===== config.mk =====
export PLATFORM = sky130hd
export DESIGN_NAME = pci_tgt_core
export DESIGN_NICKNAME = d
export VERILOG_FILES = /design/src/rtl/pci_tgt_pkg.sv /design/src/rtl/pci_tgt_decode.sv /design/src/rtl/pci_tgt_regfile.sv /design/src/rtl/pci_tgt_seq.sv /design/src/rtl/pci_tgt_core.sv
export SDC_FILE = /design/constraint.sdc
export NUM_CORES = 1
export LEC_CHECK = 0
export BUFFER_PORTS_ARGS = -buffer_cell sky130_fd_sc_hd__buf_4
export CAP_MARGIN = 15
export CORE_UTILIZATION = 45
export CTS_CLUSTER_SIZE = 14
export DETAILED_ROUTE_END_ITERATION = 7
export PLACE_DENSITY = 0.69
export SLEW_MARGIN = 20
export SYNTH_ARGS = -nofsm -noshare
export SYNTH_HDL_FRONTEND = slang
export SYNTH_SLANG_ARGS = --single-unit

===== constraint.sdc =====
create_clock -name clk -period 4.5 [get_ports clk]
set_input_delay 0.9 -clock clk [delete_from_list [all_inputs] [get_ports clk]]
set_output_delay 0.9 -clock clk [all_outputs]
set_load 0.005 [all_outputs]

===== src/rtl/pci_tgt_pkg.sv =====
package pci_tgt_pkg;

    typedef enum logic [2:0] {
        ACC_NONE,
        ACC_MEM_RD,
        ACC_MEM_WR,
        ACC_IO_RD,
        ACC_IO_WR
    } acc_kind_e;

    typedef enum logic [2:0] {
        ST_IDLE,
        ST_DECODE,
        ST_TURN,
        ST_XFER,
        ST_DISC,
        ST_RELEASE,
        ST_SKIP
    } tgt_state_e;

    typedef struct packed {
        logic hit;
        logic write;
    } claim_info_t;

    function automatic acc_kind_e classify_cmd(input logic [3:0] code);
        acc_kind_e k;
        case (code)
            4'b0010:                   k = ACC_IO_RD;
            4'b0011:                   k = ACC_IO_WR;
            4'b0110, 4'b1100, 4'b1110: k = ACC_MEM_RD;
            4'b0111, 4'b1111:          k = ACC_MEM_WR;
            default:                   k = ACC_NONE;
        endcase
        return k;
    endfunction

    function automatic logic kind_writes(input acc_kind_e k);
        return (k == ACC_MEM_WR) || (k == ACC_IO_WR);
    endfunction

    function automatic logic kind_is_mem(input acc_kind_e k);
        return (k == ACC_MEM_RD) || (k == ACC_MEM_WR);
    endfunction

    function automatic logic [31:0] merge_bytes(input logic [31:0] old_w,
                                                input logic [31:0] new_w,
                                                input logic [3:0]  be_n);
        logic [31:0] r;
        r = old_w;
        for (int b = 0; b < 4; b++) begin
            if (!be_n[b]) r[8*b +: 8] = new_w[8*b +: 8];
        end
        return r;
    endfunction

endpackage


===== src/rtl/pci_tgt_decode.sv =====
module pci_tgt_decode
    import pci_tgt_pkg::*;
#(
    parameter logic [31:0] MEM_BASE = 32'h4000_0000,
    parameter logic [31:0] IO_BASE  = 32'h0000_0C00,
    parameter int          IDXW     = 4
) (
    input  logic [31:2]     addr_w,
    input  logic [3:0]      code,
    output claim_info_t     info,
    output logic [IDXW-1:0] word_idx
);
    localparam int LSB = IDXW + 2;

    acc_kind_e kind;
    logic      mem_match;
    logic      io_match;

    always_comb begin
        kind       = classify_cmd(code);
        mem_match  = (addr_w[31:LSB] == MEM_BASE[31:LSB]);
        io_match   = (addr_w[31:LSB] == IO_BASE[31:LSB]);
        info.write = kind_writes(kind);
        if (kind == ACC_NONE)
            info.hit = 1'b0;
        else if (kind_is_mem(kind))
            info.hit = mem_match;
        else
            info.hit = io_match;
    end

    assign word_idx = addr_w[LSB-1:2];

endmodule


===== src/rtl/pci_tgt_regfile.sv =====
module pci_tgt_regfile
    import pci_tgt_pkg::*;
#(
    parameter int NUM_REGS = 16,
    parameter int IDXW     = 4
) (
    input  logic            clk,
    input  logic            rst,
    input  logic            wr_en,
    input  logic [IDXW-1:0] wr_idx,
    input  logic [31:0]     wr_data,
    input  logic [3:0]      wr_be_n,
    input  logic [IDXW-1:0] rd_idx,
    output logic [31:0]     rd_data
);
    logic [31:0] words [NUM_REGS];

    for (genvar w = 0; w < NUM_REGS; w++) begin : g_word
        always_ff @(posedge clk) begin
            if (rst)
                words[w] <= '0;
            else if (wr_en && (wr_idx == IDXW'(w)))
                words[w] <= merge_bytes(words[w], wr_data, wr_be_n);
        end
    end

    assign rd_data = words[rd_idx];

endmodule


===== src/rtl/pci_tgt_seq.sv =====
module pci_tgt_seq
    import pci_tgt_pkg::*;
#(
    parameter int NUM_REGS = 16,
    parameter int IDXW     = 4
) (
    input  logic            clk,
    input  logic            rst,
    input  logic            bus_start_n,
    input  logic            mst_rdy_n,
    input  claim_info_t     dec,
    input  logic [IDXW-1:0] start_idx,
    output tgt_state_e      state,
    output logic [IDXW-1:0] cur_idx,
    output logic            wr_mode,
    output logic            at_last,
    output logic            wr_en
);
    localparam logic [IDXW-1:0] LAST_IDX = IDXW'(NUM_REGS - 1);

    logic hit_q;

    assign at_last = (cur_idx == LAST_IDX);
    assign wr_en   = (state == ST_XFER) && !mst_rdy_n && wr_mode;

    always_ff @(posedge clk) begin
        if (rst) begin
            state   <= ST_IDLE;
            cur_idx <= '0;
            wr_mode <= 1'b0;
            hit_q   <= 1'b0;
        end else begin
            unique case (state)
                ST_IDLE: begin
                    if (!bus_start_n) begin
                        hit_q   <= dec.hit;
                        wr_mode <= dec.write;
                        cur_idx <= start_idx;
                        state   <= ST_DECODE;
                    end
                end
                ST_DECODE: begin
                    if (!hit_q)
                        state <= ST_SKIP;
                    else if (wr_mode)
                        state <= ST_XFER;
                    else
                        state <= ST_TURN;
                end
                ST_TURN: state <= ST_XFER;
                ST_XFER: begin
                    if (!mst_rdy_n) begin
                        cur_idx <= cur_idx + 1'b1;
                        if (bus_start_n)
                            state <= ST_RELEASE;
                        else if (at_last)
                            state <= ST_DISC;
                    end
                end
                ST_DISC: begin
                    if (bus_start_n) state <= ST_RELEASE;
                end
                ST_RELEASE: state <= ST_IDLE;
                ST_SKIP: begin
                    if (bus_start_n && mst_rdy_n) state <= ST_IDLE;
                end
                default: state <= ST_IDLE;
            endcase
        end
    end

endmodule


===== src/rtl/pci_tgt_core.sv =====
module pci_tgt_core
    import pci_tgt_pkg::*;
#(
    parameter logic [31:0] MEM_BASE = 32'h4000_0000,
    parameter logic [31:0] IO_BASE  = 32'h0000_0C00,
    parameter int          NUM_REGS = 16
) (
    input  logic        clk,
    input  logic        rst,
    input  logic [31:0] adbus_i,
    output logic [31:0] adbus_o,
    output logic        adbus_oe,
    input  logic [3:0]  cmd_be_n_i,
    input  logic        bus_start_n_i,
    input  logic        mst_rdy_n_i,
    output logic        ctl_oe,
    output logic        claim_n_o,
    output logic        tgt_rdy_n_o,
    output logic        halt_n_o
);
    localparam int IDXW = $clog2(NUM_REGS);

    claim_info_t     dec_info;
    logic [IDXW-1:0] dec_idx;
    tgt_state_e      state;
    logic [IDXW-1:0] cur_idx;
    logic            wr_mode;
    logic            at_last;
    logic            wr_en;
    logic            st_idle;

    pci_tgt_decode #(
        .MEM_BASE (MEM_BASE),
        .IO_BASE  (IO_BASE),
        .IDXW     (IDXW)
    ) u_decode (
        .addr_w   (adbus_i[31:2]),
        .code     (cmd_be_n_i),
        .info     (dec_info),
        .word_idx (dec_idx)
    );

    pci_tgt_seq #(
        .NUM_REGS (NUM_REGS),
        .IDXW     (IDXW)
    ) u_seq (
        .clk         (clk),
        .rst         (rst),
        .bus_start_n (bus_start_n_i),
        .mst_rdy_n   (mst_rdy_n_i),
        .dec         (dec_info),
        .start_idx   (dec_idx),
        .state       (state),
        .cur_idx     (cur_idx),
        .wr_mode     (wr_mode),
        .at_last     (at_last),
        .wr_en       (wr_en)
    );

    pci_tgt_regfile #(
        .NUM_REGS (NUM_REGS),
        .IDXW     (IDXW)
    ) u_regs (
        .clk     (clk),
        .rst     (rst),
        .wr_en   (wr_en),
        .wr_idx  (cur_idx),
        .wr_data (adbus_i),
        .wr_be_n (cmd_be_n_i),
        .rd_idx  (cur_idx),
        .rd_data (adbus_o)
    );

    assign st_idle     = (state == ST_IDLE);
    assign ctl_oe      = (state == ST_TURN) || (state == ST_XFER) ||
                         (state == ST_DISC) || (state == ST_RELEASE);
    assign claim_n_o   = !((state == ST_TURN) || (state == ST_XFER) || (state == ST_DISC));
    assign tgt_rdy_n_o = (state != ST_XFER);
    assign halt_n_o    = !(((state == ST_XFER) && at_last) || (state == ST_DISC));
    assign adbus_oe    = (state == ST_XFER) && !wr_mode;

endmodule


==> impl_metrics.sql <==
INSERT INTO impl_metrics (metric_group, metric, value, unit) VALUES
('cts', 'clk_path_buf_depth', '3', ''),
('timing', 'finalSetupTns', '0', 'ns'),
('drt', 'drt-pass1-iter-count', '7', ''),
('finish', 'post_route_cells_drive_above_1_share', '22.28', '%'),
('finish', 'n_antenna_cell', '0', ''),
('timing', 'maxSlewHeadroom', '26.29', '%'),
('cts', 'cts-buffers-inserted', '51', ''),
('cts', 'cts_post_setup_buffers_inserted', '0', ''),
('yosys', 'library_cell_with_the_highest_instance_count_after_synthesis', 'and2_1', ''),
('timing', 'worst_hold_slack', '0.5392', 'ns'),
('power_and_ir_drop', 'leakage', '9.840', 'nW'),
('floorplan', 'chipHeight', '233.4', 'um'),
('timing', 'grt_setup_unrepaired', 'no', ''),
('yosys', 'synth_edf_count', '512', ''),
('cts', 'cts.htree.levels', '2', ''),
('yosys', 'yosys_warnings', '0', ''),
('finish', 'fin_cells', '2371', ''),
('global_routing', 'grt_overflow', '0', ''),
('yosys', 'synth_sequential_area_ratio', '64.88', '%'),
('critical_path', 'cp_max_fo', '44', ''),
('yosys', 'synth.lib_cells_used.distinct', '38', ''),
('power_and_ir_drop', 'power_per_cell_area', '434.2', 'nW/um^2'),
('drt', 'drt-wirelength-per-cell', '23.84', 'um'),
('drt', 'final_antenna_net_count', '0', ''),
('yosys', 'mappedNetlistNets', '1639', ''),
('critical_path', 'worst_path_required_time', '3.60', 'ns'),
('global_routing', 'grt_pass1_wl', '85680', 'um'),
('floorplan', 'num_io_pins', '77', ''),
('place', 'dpl_cell_area', '25320', 'sq um'),
('yosys', 'synthDominantCellAreaShare', '63.80', '%'),
('critical_path', 'setup.worst_path.start_class', 'flop', ''),
('timing', 'max_clock_freq', '266.9', 'MHz'),
('cts', 'clock_insertion_delay_worst_skew', '0.60', 'ns'),
('floorplan', 'start_util', '45.67', '%'),
('yosys', 'syn-cell-area', '24100', 'sq um'),
('global_routing', 'vias_in_the_first_global_route', '13476', ''),
('run', 'maxCapViolCount', '0', ''),
('timing', 'final_min_period_over_clock_period', '83.25', '%'),
('floorplan', 'core_region', '52760', 'sq um'),
('yosys', 'syn_inst', '1594', ''),
('drt', 'drc_violations', '8', ''),
('place', 'dpl_worst_slack', '1.111', 'ns'),
('power_and_ir_drop', 'vdd.ir_drop.worst', '270.3', 'uV'),
('cts', 'path_clk_slew', '0.06', 'ns'),
('timing', 'timing.clock.skew', '0.01610', 'ns'),
('yosys', 'average_size_of_a_mapped_cell', '15.12', 'sq um'),
('status', 'run_status', 'complete, but fails checks', ''),
('finish', 'final_nets', '1687', ''),
('place', 'portBuffers', '76', ''),
('place', 'gp_routability_congestion', '0.8471', ''),
('place', 'place.detailed.hpwl', '36700', 'um'),
('critical_path', 'worstSetupPathType', 'flop to primary output', ''),
('floorplan', 'die_width', '233.4', 'um'),
('yosys', 'synthTopCellsByCount', 'and2_1 (516), edfxtp_1 (512), mux4_2 (128)', ''),
('finish', 'layout.cell_area.non_filler', '26990', 'sq um'),
('global_routing', 'grt_start_max_net_pins', '79', ''),
('floorplan', 'dieArea', '54480', 'sq um'),
('cts', 'cts_tree', 'done', ''),
('critical_path', 'worst_ep_arrival_time', '2.85', 'ns'),
('hold_path', 'worstHoldPathType', 'flop to flop', ''),
('floorplan', 'core.rowCount', '84', ''),
('drt', 'via_per_inst', '5.637', ''),
('status', 'failed_checks', 'design-rule violations', ''),
('drt', 'route.vias.total', '13365', ''),
('timing', 'post-route-worst-setup-slack', '0.7540', 'ns'),
('cts', 'post_cts_resize_count', '0', ''),
('yosys', 'yosysTopAreaCell', 'edfxtp_1', ''),
('yosys', 'synth-async-reset-ratio', '0', '%'),
('cts', 'clock_sink_count', '525', ''),
('timing', 'finalSetupViolCount', '0', ''),
('drt', 'drc_violation_total_after_the_first_tritonroute_iteration', '1291', '');
sequential cells by signal, summed over array words and instances, names as in the netlist, named ones only:
name	count
u_regs.words	512
u_seq.cur_idx	4
u_seq.state	3
u_seq.hit_q	1
u_seq.wr_mode	1
kinds of logic after synthesis:
logic type	Yosys count	synth area share, %
muxes	130	12.05
AOI/OAI and AO/OA	89	2.648
and+or+nand+nor	741	18.34
DFF	525	64.88
buffers and inverters	104	1.817
adders and majority gates	5	0.2596
per-layer routing:
layer,wire (um),GRT usage (%)
met5,0,0
met4,1561,6.717
met3,3791,3.699
met2,26430,33.01
met1,24740,30.93
worst max-delay path, stage by stage (launching register included):
cell and delay, ns:
dfxtp_4 0.81, buf_4 0.42, mux4_2 0.36, a22oi_1 0.34, nand2_1 0.11, buf_4 0.15
where the power goes:
group / total (mW) / internal [mW] / switching, mW
Clock: 4.32 / 2.50 / 1.82
Combinational: 1.70 / 0.792 / 0.910
Sequential: 5.70 / 5.53 / 0.171
Total: 11.7 / 8.82 / 2.90
stage by stage:
stage / utilization (%) / power (mW)
2_1_floorplan: - / 6.806
3_3_place_gp: 47.99 / 7.491
3_5_place_dp: 47.99 / 7.517
4_1_cts: 51.15 / 11.79
5_1_grt: 51.15 / 12.09
6_report: 51.15 / 11.72
cells in the final DEF (no fill, tap or decap), types with 6 or more instances in the layout:
master and n:
and2_1 516, edfxtp_1 512, mux4_2 128, buf_4 90, nor2_1 74, or2_2 68
a22oi_1 64, clkbuf_16 53, nand2_1 36, clkbuf_1 13, dfxtp_1 11, a21oi_1 9
clkinv_1 9, nor4_1 7, clkinv_2 7, nor2b_1 6, bufinv_16 6
final timing paths:
kind	from	to	slack [ns]	cells past startpoint
max	flop	adbus_o[4]	0.75	5
min	u_seq.wr_mode$_SDFFE_PP0P_	u_seq.wr_mode$_SDFFE_PP0P_	0.54	2
max reg2reg	u_seq.state[1]$_SDFFE_PP0P_	u_regs.words[13][13]$_SDFFCE_PN0P_	1.60	4
min reg2reg	u_seq.wr_mode$_SDFFE_PP0P_	u_seq.wr_mode$_SDFFE_PP0P_	0.54	2
final cells by class:
cell class / instances / area [sq um]
fillers: 4275 / 25770
inverters: 5 / 18.77
clock inverters: 28 / 295.3
multi-input cells: 965 / 8041
flip-flops and latches: 525 / 15640
well taps: 688 / 860.8
repair buffers: 94 / 755.7
clock buffers: 66 / 1375
(Power assumes the default switching activity.)
